File: config.mk
export PLATFORM = sky130hd
export DESIGN_NAME = desync_latch_ctrl
export DESIGN_NICKNAME = d
export VERILOG_FILES = /design/src/rtl/desync_pkg.sv /design/src/rtl/latch_hs_cell.sv /design/src/rtl/desync_latch_ctrl.sv
export SDC_FILE = /design/constraint.sdc
export NUM_CORES = 1
export LEC_CHECK = 0
export ABC_AREA = 1
export BUFFER_PORTS_ARGS = -buffer_cell sky130_fd_sc_hd__buf_2
export CORE_AREA = 5 5 42 44
export DETAILED_ROUTE_END_ITERATION = 7
export DIE_AREA = 0 0 47 49
export GPL_TIMING_DRIVEN = 0
export PLACE_DENSITY = 0.53
export SLEW_MARGIN = 20
export SYNTH_ARGS = -nofsm -noshare
export SYNTH_HDL_FRONTEND = slang
export SYNTH_HIERARCHICAL = 1
export SYNTH_SLANG_ARGS = --single-unit
File: constraint.sdc
create_clock -name clk -period 1 [get_ports clk]
set_clock_uncertainty 0.05 [all_clocks]
set_input_delay 0.05 -clock clk [delete_from_list [all_inputs] [get_ports clk]]
set_output_delay 0.05 -clock clk [all_outputs]
set_load 0.03 [all_outputs]
File: src/rtl/desync_pkg.sv
package desync_pkg;

  // State of one latch cell in the sampled model.
  typedef struct packed {
    logic open;     // latch enable, 1 = transparent
    logic pend;     // item captured, input acknowledge not yet raised
    logic passed;   // successor has captured the item currently held
    logic in_ack;   // acknowledge toward the predecessor
    logic out_req;  // request toward the successor
  } lcell_t;

  function automatic lcell_t lcell_reset(input logic holds_item);
    lcell_t s;
    s = '0;
    s.open = ~holds_item;
    return s;
  endfunction

endpackage

File: src/rtl/latch_hs_cell.sv
module latch_hs_cell
  import desync_pkg::*;
#(
  parameter logic HOLDS_ITEM = 1'b0
) (
  input  logic clk,
  input  logic rst,
  input  logic in_req,
  output logic in_ack,
  output logic out_req,
  input  logic out_ack,
  output logic lat_en
);

  lcell_t cur;
  lcell_t nxt;
  logic   do_close;
  logic   do_open;

  // Close: a new request arrived and the previous acknowledge has been released.
  // Open: the successor has captured, and the input handshake is idle or returning.
  always_comb begin
    do_close = cur.open && in_req && !cur.in_ack;
    do_open  = !cur.open && cur.passed && (!cur.in_ack || !in_req);
  end

  always_comb begin
    nxt = cur;
    if (do_close) begin
      nxt.open   = 1'b0;
      nxt.passed = 1'b0;
      nxt.pend   = 1'b1;
    end else if (do_open) begin
      nxt.open = 1'b1;
    end

    if (cur.pend) begin
      nxt.in_ack = 1'b1;
      nxt.pend   = 1'b0;
    end else if (cur.in_ack && cur.open && !in_req) begin
      nxt.in_ack = 1'b0;
    end

    if (!cur.open && !cur.passed && !cur.out_req && !out_ack) begin
      nxt.out_req = 1'b1;
    end else if (cur.out_req && out_ack) begin
      nxt.out_req = 1'b0;
      nxt.passed  = 1'b1;
    end
  end

  always_ff @(posedge clk) begin
    if (rst) cur <= lcell_reset(HOLDS_ITEM);
    else     cur <= nxt;
  end

  assign in_ack  = cur.in_ack;
  assign out_req = cur.out_req;
  assign lat_en  = cur.open;

endmodule

File: src/rtl/desync_latch_ctrl.sv
module desync_latch_ctrl #(
  parameter logic MASTER_HOLDS_TOKEN = 1'b1
) (
  input  logic clk,
  input  logic rst,
  input  logic up_req,
  output logic up_ack,
  output logic dn_req,
  input  logic dn_ack,
  output logic mst_en,
  output logic slv_en
);

  localparam int NLAT = 2;

  logic [NLAT:0]   req_w;
  logic [NLAT:0]   ack_w;
  logic [NLAT-1:0] en_w;

  assign req_w[0]    = up_req;
  assign up_ack      = ack_w[0];
  assign dn_req      = req_w[NLAT];
  assign ack_w[NLAT] = dn_ack;

  for (genvar gi = 0; gi < NLAT; gi++) begin : g_lat
    localparam logic ITEM = MASTER_HOLDS_TOKEN ^ (gi % 2 == 1);
    latch_hs_cell #(.HOLDS_ITEM(ITEM)) u_cell (
      .clk     (clk),
      .rst     (rst),
      .in_req  (req_w[gi]),
      .in_ack  (ack_w[gi]),
      .out_req (req_w[gi+1]),
      .out_ack (ack_w[gi+1]),
      .lat_en  (en_w[gi])
    );
  end

  assign mst_en = en_w[0];
  assign slv_en = en_w[NLAT-1];

endmodule

Yosys cells after proc, flatten, opt, wreduce, memory -nomap -nowiden
Cells that the tools add are included.
Cells by class
  mux-type cells: 16
  reduce and logical (&&, ||, !) cells: 40
Operator list (count)
  1-bit logical AND: 20
  1-bit 2-to-1 mux: 16
  1-bit zero test: 10
  2-bit nonzero test: 5
  2-bit OR reduction: 3
  1-bit logical OR: 2
Storage, ports and cells
  register bits after elaboration: 10
  input bits: 4
  output and inout bits: 4
  word-level logic and storage cells: 66

Depth between registers and ports, before layout
  depth in word-level cells: 5
  mapped depth: 4
  depth with buffers taken out: 4

Cells and area by module
Netlist, hierarchy kept.
By module, submodules not included
  latch_hs_cell (g_lat[0].u_cell): instances 1, cells an instance 24, area an instance 191.4 µm², seq. area each 100.1 µm²
  latch_hs_cell (g_lat[1].u_cell): instances 1, cells an instance 22, area an instance 187.7 µm², seq. area each 100.1 µm²

Worst setup path after synthesis
Ideal clock, no wire load.
  path type: reg-to-reg
  start: reg g_lat[1].u_cell.cur (netlist bit g_lat[1].u_cell/lat_en)
  end: reg g_lat[1].u_cell.cur (netlist bit g_lat[1].u_cell/lat_en)
  setup time: 0.114 ns
  arrival: 0.817 ns
  data required time: 0.836 ns
  setup slack: 0.019 ns
  cell stages (with the launch flop): 4
  buffers on the path: 0
  clock period less this slack: 0.981 ns
  path through: dfxtp_1 > nand3_2 > nand3b_1 > nand2_1
Between the ends
  longest elaborated chain between the ends: 4
  elaborated cells between the ends (all ways): 7
  classes of those cells: mux (1); reduce/logical (6)
RTL lines
  from (decl): line latch_hs_cell.sv:15  | lcell_t cur;
  from (signal assigned): line latch_hs_cell.sv:53  | if (rst) cur <= lcell_reset(HOLDS_ITEM);
  from (signal assigned): line latch_hs_cell.sv:54  | else cur <= nxt;
  1-bit zero test: line latch_hs_cell.sv:24  | do_open = !cur.open && cur.passed && (!cur.in_ack || !in_req);
  1-bit logical AND (2 in series): line latch_hs_cell.sv:24
  2-bit nonzero test (no line)
Several ways; a longest one is shown, not always the timed one.
A chain may end at the register's enable or synchronous reset.

Worst setup path in the final report
  start: reg g_lat[0].u_cell.cur (netlist bit g_lat[0].u_cell/in_ack)
  end: out up_ack
RTL lines
  from (decl): line latch_hs_cell.sv:15
  from (signal assigned): line latch_hs_cell.sv:53
  from (signal assigned): line latch_hs_cell.sv:54
  to (decl): line desync_latch_ctrl.sv:7  | output logic up_ack,
No word-level cell between the ends.

==> flow_summary_export.csv <==
group,metric,value,unit
grt,gr-total-overflow,0,
grt,met2_usage,0.0928,
clock_network,htreeDepth,1,
worst_setup_path,slowest_delay,0.34,ns
routing,drt_pass1_iterations,4,
sta,maxSlewViolCount,0,
final_layout,drive_above_1_share,0.328,
clock_network,cts_setup_buffers,0,
worst_hold_path,hp-class,"input port to flip-flop",
synthesis,syn_nets,50,
grt,global_route.usage.met3,0.0554,
synthesis,yosysWarningCount,6,
clock_network,clk_pin_slew_worst_paths,0.07,ns
worst_setup_path,cpLargestDelayFamily,"flip-flops",
worst_setup_path,path_class,"flip-flop to output pin",
routing,wl,671,µm
final_layout,areaGrowthSynthToFinish,28.7,%
clock_network,clk-insertion-delay-late,0.27,ns
clock_network,cts_buffer_depth,2,
final_layout,diodes,0,
synthesis,synth_cell_type_count,14,
sta,final-hold-violation-count,0,
sta,finalCriticalPeriod,0.909,ns
worst_setup_path,reg2reg_to,"g_lat[1].u_cell/lat_en",
worst_setup_path,end_kind,"output pin",
worst_setup_path,required,0.90,ns
power,powerDensity,1950,nW/µm²
floorplanning,start_util,0.271,
routing,drt-vias-per-instance,4.50,
routing,final_antenna_net_count,0,
synthesis,synth_largest_area_cell,"dfxtp_1",
worst_hold_path,min_to,"g_lat[1].u_cell/cur[2]",
final_layout,layout.nets,63,
floorplanning,coreArea,1400,µm²
routing,drt-initial-drc-count,6,
clock_network,cts_tree,"built",
grt,first_global_vias,301,
final_layout,fin_cells,74,
placed_design,place.gp.congestion,0.700,
worst_setup_path,r2r_slack,0.14,ns
power,p_total,951,µW
clock_network,root_buffer,"clkbuf_4",
final_layout,layout_common_cells,"8 x nor2_1, 8 x dfxtp_1, 7 x nand2_1, 5 x inv_1, 5 x buf_2",
placed_design,dpl_worst_slack,0.168,ns
sta,finalSetupViolations,0,
worst_setup_path,reg2reg_from,"g_lat[0].u_cell/out_req",
synthesis,yosys_register_bits,10,
synthesis,synth_area,379,µm²
routing,wl_per_cell,9.07,µm
floorplanning,ios,8,
floorplanning,die-area,2300,µm²
sta,grt_setup_unrepaired,"false",
routing,drc_errors,0,
sta,period_share,0.909,
grt,antenna_found_initial,0,
run_status,outcome,"complete, no violations",
worst_setup_path,crit_chain,"buf_2",
floorplanning,die_w,47,µm
power,p_leak,0.000222,µW
synthesis,syn_area_per_cell,8.24,µm²
clock_network,clock_sinks,10,
worst_setup_path,critPathMaxFanout,3,
worst_setup_path,crit_path_top_delay_cell,"dfxtp_1",
worst_setup_path,crit_arrival,0.81,ns
grt,top_usage_layer,"met2",
worst_hold_path,hold-path-cell-count,2,
grt,track_usage,0.0742,
floorplanning,fp-row-count,14,
clock_network,cts_made_buffers,3,
sta,worst_pin_slew,0.217,ns
worst_hold_path,hold_start,"rst",
worst_setup_path,r2r_cells,3,
worst_setup_path,path_buf_inv,1,
placed_design,dpl.cell_count,69,
worst_setup_path,setup.worst_path.start_class,"flip-flop",
synthesis,synth_area_leaders,"dfxtp_1 53%, nor2_1 7.9%, nand2_1 6.9%",
synthesis,synth_cells,46,
sta,fmax,1100,MHz
grt,grt_max_degree,10,
floorplanning,die_y,49,µm
placed_design,placement.io_buffers,7,
sta,fin_tns_setup,0,ns
sta,setup_ws,0.0910,ns
power,ir_worst_vdd,833,µV
job,maxCapViolCount,0,
sta,max_slew_margin,0.855,
routing,vias,333,
grt,grt_use_met1,0.0887,
synthesis,yosysTopAreaCellShare,0.528,
grt,grt_pass1_wl,1170,µm
synthesis,yosysSeqAreaShare,0.528,
## area by class of cell
cell class,count,area (µm²)
inverters,6,22.5
well taps,16,20.0
flip-flops and latches,10,203
multi-input cells,30,156
repair buffers,8,50.0
clock buffers,4,36.3
fillers,168,913
## through the flow
step	area, µm²	utilization	hold WS (ns)
floorplan	379	-	0.0624
global placement	434	0.310	0.181
detailed placement	434	0.310	0.187
CTS	483	0.345	0.00428
global route	488	0.348	0.00464
finish	488	0.348	0.00445
## per-layer routing
layer  vias up  share of wire
met3         2           0.11
met1       146           0.49
met4         0          0.018
met2        12           0.38
li1        173              -
met5         -              0
## kinds of logic (layout without fill, tap and decap cells)
kind of cell	Yosys count	after routing	share of synthesized area
simple gates	25	25	0.330
buf+inv	6	18	0.0594
compound gates	5	5	0.0825
flops	10	10	0.528
## cell usage after synthesis (all sizes together)
| cell type | n |
|---|---|
| dfxtp | 10 |
| nand2 | 8 |
| nor2 | 8 |
| inv | 6 |
| nand3 | 5 |
| a21oi | 4 |
| nor3 | 3 |
| nand3b | 1 |
| o21a | 1 |
## power breakdown
group,internal [µW],switching (µW),leakage [µW]
clock network,221,143,0.0000210
logic,51.3,72.4,0.000119
registers,431,32.2,0.0000820
## state kept, by name, summed over array words and instances, names as in the netlist
signal,count
g_lat.u_cell/out_req,2
g_lat.u_cell/lat_en,2
g_lat.u_cell/cur,4
g_lat.u_cell/in_ack,2
## repair_timing
action / 4_1_cts / 5_1_grt
endpoints found under the setup margin: 1 / 2
hold buffers: 1 / 0
pin swaps: 0 / 0
gates resized for setup: 1 / 3
endpoints found under the hold margin: 2 / 0
cloned: 0 / 0
## how the worst max path moves through the flow
stage                                  from                      to  slack [ns]  cells past startpoint
floorplan            g_lat[1].u_cell/lat_en  g_lat[1].u_cell/lat_en        0.02                      3
global placement    g_lat[0].u_cell/out_req  g_lat[1].u_cell/lat_en        0.17                      3
detailed placement  g_lat[0].u_cell/out_req  g_lat[1].u_cell/lat_en        0.17                      3
CTS                  g_lat[1].u_cell/lat_en                  slv_en        0.02                      1
global route         g_lat[1].u_cell/lat_en                  slv_en        0.04                      1
finish               g_lat[0].u_cell/in_ack                  up_ack        0.09                      1
No activity file was read; power rests on OpenSTA's default activity.
